[config.mk]
export PLATFORM = sky130hd
export DESIGN_NAME = trap_entry_unit
export DESIGN_NICKNAME = d
export VERILOG_FILES = /design/src/rtl/trap_pkg.sv /design/src/rtl/trap_cwp_rot.sv /design/src/rtl/trap_state_calc.sv /design/src/rtl/trap_save_file.sv /design/src/rtl/trap_entry_unit.sv
export SDC_FILE = /design/constraint.sdc
export NUM_CORES = 1
export LEC_CHECK = 0
export BUFFER_PORTS_ARGS = -buffer_cell sky130_fd_sc_hd__buf_2
export CELL_PAD_IN_SITES_DETAIL_PLACEMENT = 1
export CELL_PAD_IN_SITES_GLOBAL_PLACEMENT = 2
export CORE_AREA = 4 4 351 439
export CTS_BUF_LIST = sky130_fd_sc_hd__clkbuf_4
export CTS_CLUSTER_DIAMETER = 50
export DETAILED_ROUTE_END_ITERATION = 12
export DIE_AREA = 0 0 355 443
export PLACE_DENSITY = 0.7
export SLEW_MARGIN = 20
export SYNTH_ARGS = -nofsm -noshare
export SYNTH_HDL_FRONTEND = slang
export SYNTH_HIERARCHICAL = 1
export SYNTH_SLANG_ARGS = --single-unit
[constraint.sdc]
create_clock -name clk -period 26.6 [get_ports clk]
set_input_delay 2.66 -clock clk [delete_from_list [all_inputs] [get_ports clk]]
set_output_delay 2.66 -clock clk [all_outputs]
set_load 0.05 [all_outputs]
[src/rtl/trap_pkg.sv]
package trap_pkg;

  localparam int PC_W   = 64;
  localparam int TT_W   = 9;
  localparam int GL_W   = 3;
  localparam int PS_W   = 13;
  localparam int HPS_W  = 11;
  localparam int TS_W   = 64;

  // processor state bit positions
  localparam int PS_IE   = 1;
  localparam int PS_PRIV = 2;
  localparam int PS_AM   = 3;
  localparam int PS_PEF  = 4;
  localparam int PS_TLE  = 8;
  localparam int PS_CLE  = 9;

  // hyper state bit positions
  localparam int HP_HPRIV = 2;
  localparam int HP_RED   = 5;
  localparam int HP_IBE   = 10;

  // saved-state word field positions (decoded by the return path)
  localparam int TS_CWP_LO = 0;
  localparam int TS_PS_LO  = 8;
  localparam int TS_ASI_LO = 24;
  localparam int TS_CCR_LO = 32;
  localparam int TS_GL_LO  = 40;

  typedef struct packed {
    logic [TS_W-1:0]  tstate;
    logic [PC_W-1:0]  tpc;
    logic [PC_W-1:0]  tnpc;
    logic [HPS_W-1:0] htstate;
    logic [TT_W-1:0]  tt;
  } save_ent_t;

endpackage

[src/rtl/trap_cwp_rot.sv]
module trap_cwp_rot
  import trap_pkg::*;
#(
  parameter int NWIN = 8,
  localparam int CWP_W = $clog2(NWIN)
) (
  input  logic [TT_W-1:0]  tt_i,
  input  logic [CWP_W-1:0] cwp_i,
  input  logic [CWP_W-1:0] cansave_i,
  output logic [CWP_W-1:0] cwp_o,
  output logic             moved_o
);

  function automatic logic [1:0] range_code(input logic [TT_W-1:0] tt);
    if (tt == 9'h024)                      return 2'd1;
    else if (tt >= 9'h080 && tt <= 9'h0BF) return 2'd2;
    else if (tt >= 9'h0C0 && tt <= 9'h0FF) return 2'd3;
    else                                   return 2'd0;
  endfunction

  function automatic logic [CWP_W-1:0] rotate(input logic [1:0] code,
                                              input logic [CWP_W-1:0] cwp,
                                              input logic [CWP_W-1:0] cs);
    logic [31:0] base;
    logic [31:0] sum;
    base = 32'(cwp);
    case (code)
      2'd1:    sum = base + 32'd1;
      2'd2:    sum = base + 32'(cs) + 32'd2;
      2'd3:    sum = base + 32'(NWIN) - 32'd1;
      default: sum = base;
    endcase
    if (code == 2'd0) return cwp;
    return CWP_W'(sum % 32'(NWIN));
  endfunction

  logic [1:0] code;

  always_comb begin
    code    = range_code(tt_i);
    moved_o = (code != 2'd0);
    cwp_o   = rotate(code, cwp_i, cansave_i);
  end

endmodule

[src/rtl/trap_state_calc.sv]
module trap_state_calc
  import trap_pkg::*;
#(
  parameter int CWP_W      = 3,
  parameter int MAXGL_PRIV = 2,
  parameter int MAXGL_HYP  = 3
) (
  input  logic             hyp_i,
  input  logic [GL_W-1:0]  gl_i,
  input  logic [7:0]       ccr_i,
  input  logic [7:0]       asi_i,
  input  logic [CWP_W-1:0] cwp_i,
  input  logic [PS_W-1:0]  pstate_i,
  input  logic [HPS_W-1:0] hpstate_i,
  output logic [GL_W-1:0]  gl_o,
  output logic [PS_W-1:0]  pstate_o,
  output logic [HPS_W-1:0] hpstate_o,
  output logic [TS_W-1:0]  tstate_o
);

  function automatic logic [GL_W-1:0] gl_step(input logic [GL_W-1:0] gl,
                                              input logic hyp);
    logic [GL_W:0] inc;
    logic [GL_W:0] cap;
    inc = {1'b0, gl} + 1'b1;
    cap = hyp ? (GL_W+1)'(MAXGL_HYP) : (GL_W+1)'(MAXGL_PRIV);
    return (inc > cap) ? cap[GL_W-1:0] : inc[GL_W-1:0];
  endfunction

  function automatic logic [PS_W-1:0] ps_step(input logic [PS_W-1:0] ps,
                                              input logic hyp);
    logic [PS_W-1:0] r;
    r          = ps;
    r[PS_PEF]  = 1'b1;
    r[PS_AM]   = 1'b0;
    r[PS_IE]   = 1'b0;
    r[PS_PRIV] = ~hyp;
    r[PS_CLE]  = hyp ? 1'b0 : ps[PS_TLE];
    return r;
  endfunction

  function automatic logic [HPS_W-1:0] hp_step(input logic [HPS_W-1:0] hp,
                                               input logic hyp);
    logic [HPS_W-1:0] r;
    r = hp;
    if (hyp) begin
      r[HP_RED]   = 1'b0;
      r[HP_HPRIV] = 1'b1;
      r[HP_IBE]   = 1'b0;
    end
    return r;
  endfunction

  function automatic logic [TS_W-1:0] ts_pack(input logic [GL_W-1:0] gl,
                                              input logic [7:0] ccr,
                                              input logic [7:0] asi,
                                              input logic [PS_W-1:0] ps,
                                              input logic [CWP_W-1:0] cwp);
    logic [TS_W-1:0] w;
    w = '0;
    w[TS_GL_LO  +: GL_W]  = gl;
    w[TS_CCR_LO +: 8]     = ccr;
    w[TS_ASI_LO +: 8]     = asi;
    w[TS_PS_LO  +: PS_W]  = ps;
    w[TS_CWP_LO +: CWP_W] = cwp;
    return w;
  endfunction

  always_comb begin
    gl_o      = gl_step(gl_i, hyp_i);
    pstate_o  = ps_step(pstate_i, hyp_i);
    hpstate_o = hp_step(hpstate_i, hyp_i);
    tstate_o  = ts_pack(gl_i, ccr_i, asi_i, pstate_i, cwp_i);
  end

endmodule

[src/rtl/trap_save_file.sv]
module trap_save_file
  import trap_pkg::*;
#(
  parameter int DEPTH = 6,
  parameter int LVL_W = 3
) (
  input  logic             clk,
  input  logic             rst_n,
  input  logic             we_i,
  input  logic [LVL_W-1:0] wr_lvl_i,
  input  save_ent_t        wdata_i,
  input  logic [LVL_W-1:0] rd_lvl_i,
  output save_ent_t        rdata_o
);

  save_ent_t        ent_q [DEPTH];
  logic [DEPTH-1:0] wr_hit;
  logic [DEPTH-1:0] rd_hit;

  for (genvar e = 0; e < DEPTH; e++) begin : g_dec
    assign wr_hit[e] = we_i && (wr_lvl_i == LVL_W'(e + 1));
    assign rd_hit[e] = (rd_lvl_i == LVL_W'(e + 1));
  end

  always_ff @(posedge clk) begin
    for (int e = 0; e < DEPTH; e++) begin
      if (!rst_n)         ent_q[e] <= '0;
      else if (wr_hit[e]) ent_q[e] <= wdata_i;
    end
  end

  always_comb begin
    rdata_o = '0;
    for (int e = 0; e < DEPTH; e++) begin
      if (rd_hit[e]) rdata_o = ent_q[e];
    end
  end

endmodule

[src/rtl/trap_entry_unit.sv]
module trap_entry_unit
  import trap_pkg::*;
#(
  parameter int NWIN       = 8,
  parameter int MAX_TL     = 6,
  parameter int MAXGL_PRIV = 2,
  parameter int MAXGL_HYP  = 3,
  localparam int TL_W  = $clog2(MAX_TL + 1),
  localparam int CWP_W = $clog2(NWIN)
) (
  input  logic             clk,
  input  logic             rst_n,
  input  logic             trap_req_i,
  input  logic [TT_W-1:0]  trap_type_i,
  input  logic             hyp_mode_i,
  input  logic [PC_W-1:0]  pc_i,
  input  logic [PC_W-1:0]  npc_i,
  input  logic [TL_W-1:0]  tl_i,
  input  logic [GL_W-1:0]  gl_i,
  input  logic [7:0]       ccr_i,
  input  logic [7:0]       asi_i,
  input  logic [CWP_W-1:0] cwp_i,
  input  logic [CWP_W-1:0] cansave_i,
  input  logic [PS_W-1:0]  pstate_i,
  input  logic [HPS_W-1:0] hpstate_i,
  output logic [TL_W-1:0]  tl_o,
  output logic [GL_W-1:0]  gl_o,
  output logic [CWP_W-1:0] cwp_o,
  output logic [PS_W-1:0]  pstate_o,
  output logic [HPS_W-1:0] hpstate_o,
  output logic             done_o,
  output logic             err_o,
  input  logic [TL_W-1:0]  rd_lvl_i,
  output logic [TS_W-1:0]  rd_tstate_o,
  output logic [PC_W-1:0]  rd_tpc_o,
  output logic [PC_W-1:0]  rd_tnpc_o,
  output logic [HPS_W-1:0] rd_htstate_o,
  output logic [TT_W-1:0]  rd_tt_o
);

  // named internal events
  logic             tl_full;
  logic             accept;
  logic [TL_W-1:0]  tl_next;
  logic [GL_W-1:0]  gl_next;
  logic [CWP_W-1:0] cwp_next;
  logic             cwp_moved;
  logic [PS_W-1:0]  ps_next;
  logic [HPS_W-1:0] hps_next;
  logic [TS_W-1:0]  ts_word;
  save_ent_t        save_wdata;
  save_ent_t        save_rdata;

  assign tl_full = (tl_i >= TL_W'(MAX_TL));
  assign accept  = trap_req_i && !tl_full;
  assign tl_next = tl_i + 1'b1;

  trap_cwp_rot #(.NWIN(NWIN)) u_rot (
    .tt_i      (trap_type_i),
    .cwp_i     (cwp_i),
    .cansave_i (cansave_i),
    .cwp_o     (cwp_next),
    .moved_o   (cwp_moved)
  );

  trap_state_calc #(
    .CWP_W      (CWP_W),
    .MAXGL_PRIV (MAXGL_PRIV),
    .MAXGL_HYP  (MAXGL_HYP)
  ) u_calc (
    .hyp_i     (hyp_mode_i),
    .gl_i      (gl_i),
    .ccr_i     (ccr_i),
    .asi_i     (asi_i),
    .cwp_i     (cwp_i),
    .pstate_i  (pstate_i),
    .hpstate_i (hpstate_i),
    .gl_o      (gl_next),
    .pstate_o  (ps_next),
    .hpstate_o (hps_next),
    .tstate_o  (ts_word)
  );

  always_comb begin
    save_wdata.tstate  = ts_word;
    save_wdata.tpc     = pc_i;
    save_wdata.tnpc    = npc_i;
    save_wdata.htstate = hpstate_i;
    save_wdata.tt      = trap_type_i;
  end

  trap_save_file #(.DEPTH(MAX_TL), .LVL_W(TL_W)) u_save (
    .clk      (clk),
    .rst_n    (rst_n),
    .we_i     (accept),
    .wr_lvl_i (tl_next),
    .wdata_i  (save_wdata),
    .rd_lvl_i (rd_lvl_i),
    .rdata_o  (save_rdata)
  );

  assign rd_tstate_o  = save_rdata.tstate;
  assign rd_tpc_o     = save_rdata.tpc;
  assign rd_tnpc_o    = save_rdata.tnpc;
  assign rd_htstate_o = save_rdata.htstate;
  assign rd_tt_o      = save_rdata.tt;

  always_ff @(posedge clk) begin
    if (!rst_n) begin
      tl_o      <= '0;
      gl_o      <= '0;
      cwp_o     <= '0;
      pstate_o  <= '0;
      hpstate_o <= '0;
      done_o    <= 1'b0;
      err_o     <= 1'b0;
    end else begin
      done_o <= trap_req_i;
      if (trap_req_i && tl_full) err_o <= 1'b1;
      if (accept) begin
        tl_o      <= tl_next;
        gl_o      <= gl_next;
        cwp_o     <= cwp_next;
        pstate_o  <= ps_next;
        hpstate_o <= hps_next;
      end
    end
  end

endmodule

* Word level (Yosys, flattened, before mapping)
Memory sizes are Yosys's and may differ from the RTL's.
Cells that the tools add are included.
** Word-level totals
- Register bits :: 33
- Bits in writable memories :: 1098
- Input bits :: 196
- Output and inout port bits :: 247
- Logic and storage cells :: 100
- Memories kept :: 1
** Cells by class
- Add/subtract/negate cells :: 7
- Order comparisons :: 6
- Equal/unequal tests :: 16
- Mux-type cells :: 44
- Bitwise logic cells :: 7
- Reductions and logical operators :: 12
** Memory list
- u_save.ent_q :: words 6, width 183, rd ports 6, clocked after memory_dff 0, wr ports 6, line trap_save_file.sv:16 : save_ent_t ent_q [DEPTH];
** Operators with widths (count)
- 212-bit two-way mux :: 6
- 183-bit two-way mux :: 6
- 1-bit two-way mux :: 25
- 3-bit == test (second input constant) :: 6
- 9-bit by 8-bit >= comparator with 1-bit output (second input constant) :: 2
- 9-bit by 8-bit <= comparator with 1-bit output (second input constant) :: 2
- 3-bit by 2-bit == test with 1-bit output (second input constant) :: 4
- 1-bit logical AND :: 10
- 3-bit by 1-bit adder with 3-bit output (second input constant) :: 3
- 9-bit by 6-bit == test with 1-bit output (second input constant) :: 1
- 3-bit two-way mux :: 3
- 3-bit one-hot mux with 3 select lines :: 1
- 3-bit by 1-bit == test with 1-bit output (second input constant) :: 2
- 2-bit two-way mux :: 3
- 1-bit bitwise OR :: 6
- 3-bit by 1-bit adder with 4-bit output (second input constant) :: 1
- 2-bit == test (second input constant) :: 2
- 4-bit greater-than comparator :: 1
- 3-bit by 2-bit adder with 3-bit output (second input constant) :: 1
- 3-bit adder :: 1
- 3-bit >= comparator (second input constant) :: 1
- 3-bit by 1-bit subtractor with 3-bit output (second input constant) :: 1
- 2-bit by 1-bit == test with 1-bit output (second input constant) :: 1
- 2-bit zero test :: 1
- other kinds (2) :: 2

* Depth between registers and ports, before layout
Gate-level depths: netlist (run 1).
- Depth after elaboration :: 8
- Gate-level depth with buffers :: 11
- Mapped depth without buffers :: 9

* Modules after synthesis
Netlist (run 1), hierarchy kept.
** Modules (own cells, without submodules)
- trap_save_file :: instances 1, cells an instance 3958, area each 57066.0 um2, seq. area each 38196.6 um2
- trap_entry_unit :: instances 1, cells an instance 154, area each 1451.4 um2, seq. area each 700.7 um2
- trap_state_calc :: instances 1, cells an instance 102, area each 755.7 um2, seq. area each 0.0 um2
- trap_cwp_rot :: instances 1, cells an instance 33, area each 306.5 um2, seq. area each 0.0 um2

* Worst setup path before layout (run 1)
Ideal clock, no wire load.
- Kind :: input to register
- Start :: input tl_i[0]
- End :: memory u_save/ent_q[3][0] (netlist bit), enable pin
- Library setup time :: 1.094 ns
- Data arrival time :: 19.076 ns
- Data required time :: 25.506 ns
- Slack :: 6.429 ns
- Cell stages on the path :: 8
- Path buffers :: 2
- Cell sequence :: inv_1 > ha_1 > o21ai_2 > and2_4 > buf_6 > buf_12 > nand2_1 > o31ai_1
** RTL lines
- from (decl) :: line trap_entry_unit.sv:18 : input logic [TL_W-1:0] tl_i,
- to (decl) :: line trap_save_file.sv:16

* Final worst setup path (run 1)
- Start :: input rd_lvl_i[2]
- End :: output rd_tpc_o[27]
** On the way
- Longest elaborated chain between the ends :: 7
- Elaborated cells between the ends (all ways) :: 12
- Those cells by class :: 6 x eq/ne; 6 x mux
** RTL lines
- from (decl) :: line trap_entry_unit.sv:33 : input logic [TL_W-1:0] rd_lvl_i,
- 3-bit by 1-bit == test with 1-bit output :: line trap_save_file.sv:22 : assign rd_hit[e] = (rd_lvl_i == LVL_W'(e + 1));
- 212-bit two-way mux (5 in series) :: line trap_save_file.sv:35 : if (rd_hit[e]) rdata_o = ent_q[e];
- 212-bit two-way mux * :: line trap_save_file.sv:35
- to (decl) :: line trap_entry_unit.sv:35 : output logic [PC_W-1:0] rd_tpc_o,
Mark *: on every way between the ends. The rest lies on a longest branch, timed or not.

==> flow_summary_export.csv, run 1 <==
group,metric,value,unit
final_layout,final_common_cell,"and2_1",
grt,use_met3,5.96,%
grt,grt_util_met1,27.4,%
sta,slew_violations,0,
grt,grt_pass1_wl,266,mm
worst_setup_path,reg2reg_depth,2,
hold_path,min_path_type,"reg -> reg",
grt,gr-total-overflow,0,
cts,cts_setup_buffers,0,
route,drc,0,
floorplan,io_pins,443,
route,viasPerCell,5.35,
worst_setup_path,rrSetupSlack,25.82,ns
worst_setup_path,start_kind,"primary input",
cts,cts.sinks,1307,
grt,top_usage_layer,"met2",
grt,grt_usage,22.6,%
cts,htree_levels,5,
floorplan,core-area,0.150,mm²
placement,io_buffers,442,
worst_setup_path,crit_fanout,100,
cts,root_buffer,"clkbuf_4",
final_layout,syn2layout_area_growth,13.1,%
worst_setup_path,required,23.94,ns
worst_setup_path,r2r_start,"cwp_o[2]$_SDFFE_PN0P_",
pwr,internal-power,3.50,mW
sta,period_minus_slack,9.13,ns
hold_path,holdPathStages,2,
cts,path_clk_slew,0.07,ns
run_status,status,"finished, final reports clean",
job,maxCapViolCount,0,
final_layout,multi_input_area,0.0187,mm²
sta,finalSetupViolations,0,
cts,cts_hold_buf,0,
worst_setup_path,crit_start,"rd_lvl_i[2]",
sta,worstMarginPinSlew,1.15,ns
pwr,p_per_area,70.9,mW/mm²
pwr,ir_drop,38.0,µV
logic_synthesis,synthCells,4246,
pwr,p_clk_share,37.0,%
final_layout,fin_nets,4933,
sta,fmax,0.110,GHz
grt,grt_pass1_vias,41588,
worst_setup_path,crit_type,"in -> out",
pwr,finalPower,4.77,mW
cts,cts_buffers,358,
sta,clock_skew,0,ns
cts,ctsResizeCount,0,
placement,post-dp-hpwl,94.8,mm
placement,place.gp.congestion,0.741,
worst_setup_path,r2r_end,"cwp_o[2]$_SDFFE_PN0P_",
route,drtIter0Drc,2098,
worst_setup_path,worst_path_most_repeated_cell,"buf_4",
floorplan,num_rows,159,
pwr,p_seq_share,51.1,%
route,wl_per_cell,25.6,µm
logic_synthesis,synth_area,0.0596,mm²
worst_setup_path,endpoint_kind,"output port",
logic_synthesis,avgSynthCellArea,14.0,µm²
worst_setup_path,cp_slowest_stage_delay,0.84,ns
logic_synthesis,synth_warnings,6,
sta,finalCritPeriodShare,34.3,%
sta,hold_viol_final,0,
route,drtPass1Iterations,7,
route,num_vias,37410,
cts,cts_tree,"yes",
worst_setup_path,crit_slowest_cell,"buf_4",
final_layout,final_util,44.9,%
floorplan,fp.dieW,355,µm
final_layout,mostFrequentLayoutCells,"and2_1, edfxtp_1, clkbuf_4",
floorplan,die_h,443,µm
sta,rsz0062_at_grt,"false",
pwr,p_leak,25.3,nW
worst_setup_path,crit_chain,"buf_8 > buf_4 > buf_4 > buf_4 > a221oi_1 > a21oi_1 > buf_2",
grt,antenna_found_initial,47,
worst_setup_path,crit_arrival,6.47,ns
pwr,p_sw,1.27,mW
grt,grt_max_degree,143,
route,ant_nets,0,
final_layout,regArea,0.0389,mm²
grt,grt_util_met2,39.1,%
pwr,comb_power_share,11.9,%
route,routed_wl,179,mm
pwr,netSwitchingFraction,26.7,%
hold_path,hold_path_end,"tl_o[2]$_SDFFE_PN0P_",
sta,setup_tns,0,ns
hold_path,min_from,"tl_o[2]$_SDFFE_PN0P_",
cts,clk_latency,1.29,ns
final_layout,fillers,15519,
sta,relSlewSlack,23.0,%
final_layout,layout-drive-gt1-share,26.1,%
floorplan,initial_core_util,39.7,%
cts,clk_path_buf_depth,4,
floorplan,die_area,0.157,mm²
[per-layer routing]
| layer | vias to the layer above | routed length [µm] | part of all wire, % |
|---|---|---|---|
| met5 | - | 111 | 0.062 |
| met4 | 16 | 5000 | 2.8 |
| met3 | 321 | 11000 | 6.2 |
| met2 | 1048 | 88900 | 50 |
| met1 | 19281 | 74300 | 41 |
| li1 | 16744 | - | - |
[how the worst max path moves through the flow]
stage               slack (ns)  cells after the start                          endpoint
finish                   17.47                      7                      rd_tpc_o[27]
global route             17.31                      7                      rd_tpc_o[27]
CTS                      17.50                      7                      rd_tpc_o[27]
detailed placement       17.50                      7                      rd_tpc_o[27]
global placement         17.53                      7                      rd_tpc_o[27]
floorplan                 6.43                      8  u_save/ent_q[3][0]$_SDFFCE_PN0P_
[power groups by stage]
stage / Combinational, mW / Clock (mW) / Sequential, mW
5_1_grt: 0.606 / 1.95 / 2.45
4_1_cts: 0.577 / 1.84 / 2.44
3_5_place_dp: 0.576 / 0 / 2.49
3_3_place_gp: 0.572 / 0 / 2.48
6_report: 0.568 / 1.77 / 2.44
2_1_floorplan: 0.375 / 0 / 2.55
[stage by stage]
| stage | instance area (µm²) | instances | setup WS (ns) | hold WS (ns) |
|---|---|---|---|---|
| after floorplan | 59700 | 4277 | 6.43 | 0.665 |
| after global placement | 63000 | 6379 | 17.53 | 0.437 |
| after detailed placement | 63000 | 6379 | 17.50 | 0.446 |
| after CTS | 67300 | 6964 | 17.50 | 0.457 |
| after global routing | 67300 | 6978 | 17.31 | 0.478 |
| final | 67400 | 6995 | 17.47 | 0.454 |
[registers in the layout, indices dropped and copies added, names as in the netlist]
name / flops
cwp_o: 3
done_o: 1
err_o: 1
gl_o: 3
hpstate_o: 11
pstate_o: 13
tl_o: 3
u_save/ent_q: 1272
[critical path: cells and delay by family]
kind            cells  cell delay, ns
buf+inv             5            3.03
compound gates      2            0.49
[cell type report]
| cell class | instances | share of cell area, % |
|---|---|---|
| Clock buffer | 530 | 5.91 |
| Clock inverter | 55 | 0.474 |
| Timing Repair Buffer | 515 | 4.27 |
| Sequential cell | 1307 | 57.7 |
| Inverter | 9 | 0.0501 |
| Tap cell | 2012 | 3.74 |
| Multi-Input combinational cell | 2537 | 27.7 |
| Antenna cell | 30 | 0.111 |
Power figures use the tool's default switching activity.
==> run 2, diff against run 1 <==
--- a/config.mk
+++ b/config.mk
@@ -13,7 +13,7 @@
 export CTS_CLUSTER_DIAMETER = 50
 export DETAILED_ROUTE_END_ITERATION = 12
 export DIE_AREA = 0 0 355 443
-export PLACE_DENSITY = 0.7
+export PLACE_DENSITY = 0.73
 export SLEW_MARGIN = 20
 export SYNTH_ARGS = -nofsm -noshare
 export SYNTH_HDL_FRONTEND = slang
==> constraint.sdc (replaced) <==
create_clock -name clk -period 8.17 [get_ports clk]
set_input_delay 0.817 -clock clk [delete_from_list [all_inputs] [get_ports clk]]
set_output_delay 0.817 -clock clk [all_outputs]
set_load 0.05 [all_outputs]
==> run 2 against run 1 <==
Effect of this change: sequential power grew to 3.3 times the previous value; via count grew 1.7%; combinational power increased to 3.4 times the previous value; wire length is 1.6% lower; sequential share of layout area shrank 1.6 points; die area stayed put; global-route usage shrank 0.46 points; critical path type unchanged.
==> flow_summary_export.csv, run 2 (synthesis gave the netlist of run 1 again) <==
group,metric,value,unit
route,viasPerCell,5.31,
route,drtPass1Iterations,8,
pwr,p_leak,26.1,nW
hold_path,min_path_type,"in -> reg",
cts,cts.sinks,1307,
worst_setup_path,required,7.35,ns
grt,grt_pass1_wl,263,mm
sta,relSlewSlack,32.0,%
sta,hold_viol_final,0,
floorplan,die_h,443,µm
hold_path,hold_path_end,"cwp_o[0]$_SDFFE_PN0P_",
placement,place_inst,6370,
worst_setup_path,crit_type,"in -> out",
pwr,ir_drop,127,µV
final_layout,top_regs,"u_save/ent_q (1272), pstate_o (13), hpstate_o (11)",
sta,slew_violations,0,
cts,cts_buffers,355,
route,drc,0,
cts,clk_path_buf_depth,4,
final_layout,final_common_cell,"and2_1",
grt,gr-total-overflow,0,
worst_setup_path,start_kind,"primary input",
grt,antenna_found_initial,19,
grt,grt_usage,22.2,%
pwr,finalPower,15.5,mW
final_layout,finalNonFillerCells,7169,
floorplan,initial_core_util,39.7,%
floorplan,num_rows,159,
sta,finalCritPeriodShare,59.4,%
sta,worstMarginPinSlew,1.02,ns
hold_path,min_from,"cansave_i[0]",
final_layout,postLayoutCellArea,0.0693,mm²
final_layout,fin_nets,5115,
sta,finalSetupViolations,0,
final_layout,mostFrequentLayoutCells,"and2_1, edfxtp_1, clkbuf_4",
sta,clock_skew,0,ns
route,ant_nets,0,
final_layout,layout-drive-gt1-share,24.8,%
final_layout,largest_register_ff_count,1272,
cts,root_buffer,"clkbuf_4",
run_status,status,"finished, final reports clean",
grt,grt_max_degree,155,
floorplan,io_pins,443,
cts,path_clk_slew,0.06,ns
placement,post-dp-hpwl,90.3,mm
route,drtIter0Drc,2290,
placement,placed_area,0.0631,mm²
sta,rsz0062_at_grt,"false",
hold_path,holdPathStages,6,
route,wl_per_cell,24.6,µm
route,routed_wl,177,mm
final_layout,syn2layout_area_growth,16.3,%
final_layout,top_register,"u_save/ent_q",
pwr,p_per_area,223,mW/mm²
floorplan,fp.dieW,355,µm
floorplan,die_area,0.157,mm²
cts,htree_levels,5,
floorplan,core-area,0.150,mm²
sta,setup_tns,0,ns
job,maxCapViolCount,0,
cts,clk_latency,1.26,ns
route,num_vias,38050,
worst_setup_path,crit_fanout,45,
cts,cts_tree,"yes",
worst_setup_path,r2r_start,"tl_o[2]$_SDFFE_PN0P_",
placement,place.gp.congestion,0.718,
sta,period_minus_slack,4.85,ns
grt,grt_pass1_vias,42308,
worst_setup_path,reg2reg_depth,3,
worst_setup_path,endpoint_kind,"output port",
worst_setup_path,r2r_end,"tl_o[2]$_SDFFE_PN0P_",
worst_setup_path,crit_arrival,4.04,ns
sta,fmax,0.206,GHz
placement,io_buffers,442,
worst_setup_path,rrSetupSlack,7.02,ns
==> run 2: cell count changes in the layout (fill, tap and decap cells not counted) <==
| cell | before | now |
|---|---|---|
| clkinv_2 | 6 | 9 |
| buf_4 | 68 | 42 |
| buf_16 | 1 | 0 |
| bufinv_16 | 4 | 1 |
| buf_12 | 5 | 22 |
| diode_2 | 30 | 14 |
| clkbuf_4 | 530 | 522 |
| dlygate4sd3_1 | 0 | 195 |
| inv_2 | 6 | 3 |
| clkinv_1 | 39 | 55 |
==> run 2: area by class of cell <==
cell class                 count  area [µm²]
fill                       15440       80700
antenna                       14        35.0
sequential                  1307       38900
multi-input combinational   2537       18700
timing repair buffer         700        4940
clock buffer                 522        3920
clock inverter                68         293
inverter                       9        33.8
tap                         2012        2520
==> run 2: timing repair <==
item                                   4_1_cts  5_1_grt
hold buffers                               195        0
buffers inserted                             0        0
resized for setup                            0        0
endpoints found under the hold margin     1136        0
==> run 2: worst max-delay path by stage <==
stage	from	endpoint	cells after the start
detailed placement	rd_lvl_i[1]	rd_tstate_o[0]	7
global route	rd_lvl_i[1]	rd_tstate_o[0]	7
global placement	rd_lvl_i[1]	rd_tstate_o[0]	7
floorplan	tl_i[0]	u_save/ent_q[4][0]$_SDFFCE_PN0P_	8
CTS	rd_lvl_i[1]	rd_tstate_o[0]	7
finish	rd_lvl_i[1]	rd_tstate_o[0]	7
==> run 2: critical path, cell delays in order <==
cell and delay, ns:
buf_8 0.31, buf_4 0.72, buf_4 0.67, mux2_2 0.41, a221oi_1 0.61, a21oi_1 0.09
buf_2 0.26
==> run 2: stage by stage <==
step / utilization (%) / worst slack [ns] / hold slack (ns)
after floorplan: - / -3.81 / 0.665
after global placement: 42.1 / 3.31 / 0.436
after detailed placement: 42.1 / 3.30 / 0.451
after CTS: 46.2 / 3.31 / 0.144
after global routing: 46.2 / 3.26 / 0.276
final: 46.2 / 3.32 / 0.332
==> run 2: power breakdown <==
| part | total, mW | leakage [nW] | switching, mW | internal, mW |
|---|---|---|---|---|
| clock | 5.59 | 2.55 | 2.66 | 2.93 |
| sequential | 7.95 | 12.5 | 0.119 | 7.83 |
| combinational | 1.93 | 11.0 | 1.35 | 0.582 |
| total | 15.5 | 26.1 | 4.13 | 11.3 |
==> run 2: routing by layer <==
metal | up-vias | wire length (µm) | global-route usage, % | part of all wire [%]
li1 | 17102 | - | - | -
met1 | 19633 | 73500 | 27.2 | 42
met2 | 1024 | 88600 | 38.4 | 50
met3 | 281 | 9850 | 5.07 | 5.6
met4 | 10 | 4510 | 7.54 | 2.6
met5 | - | 62 | 0 | 0.035
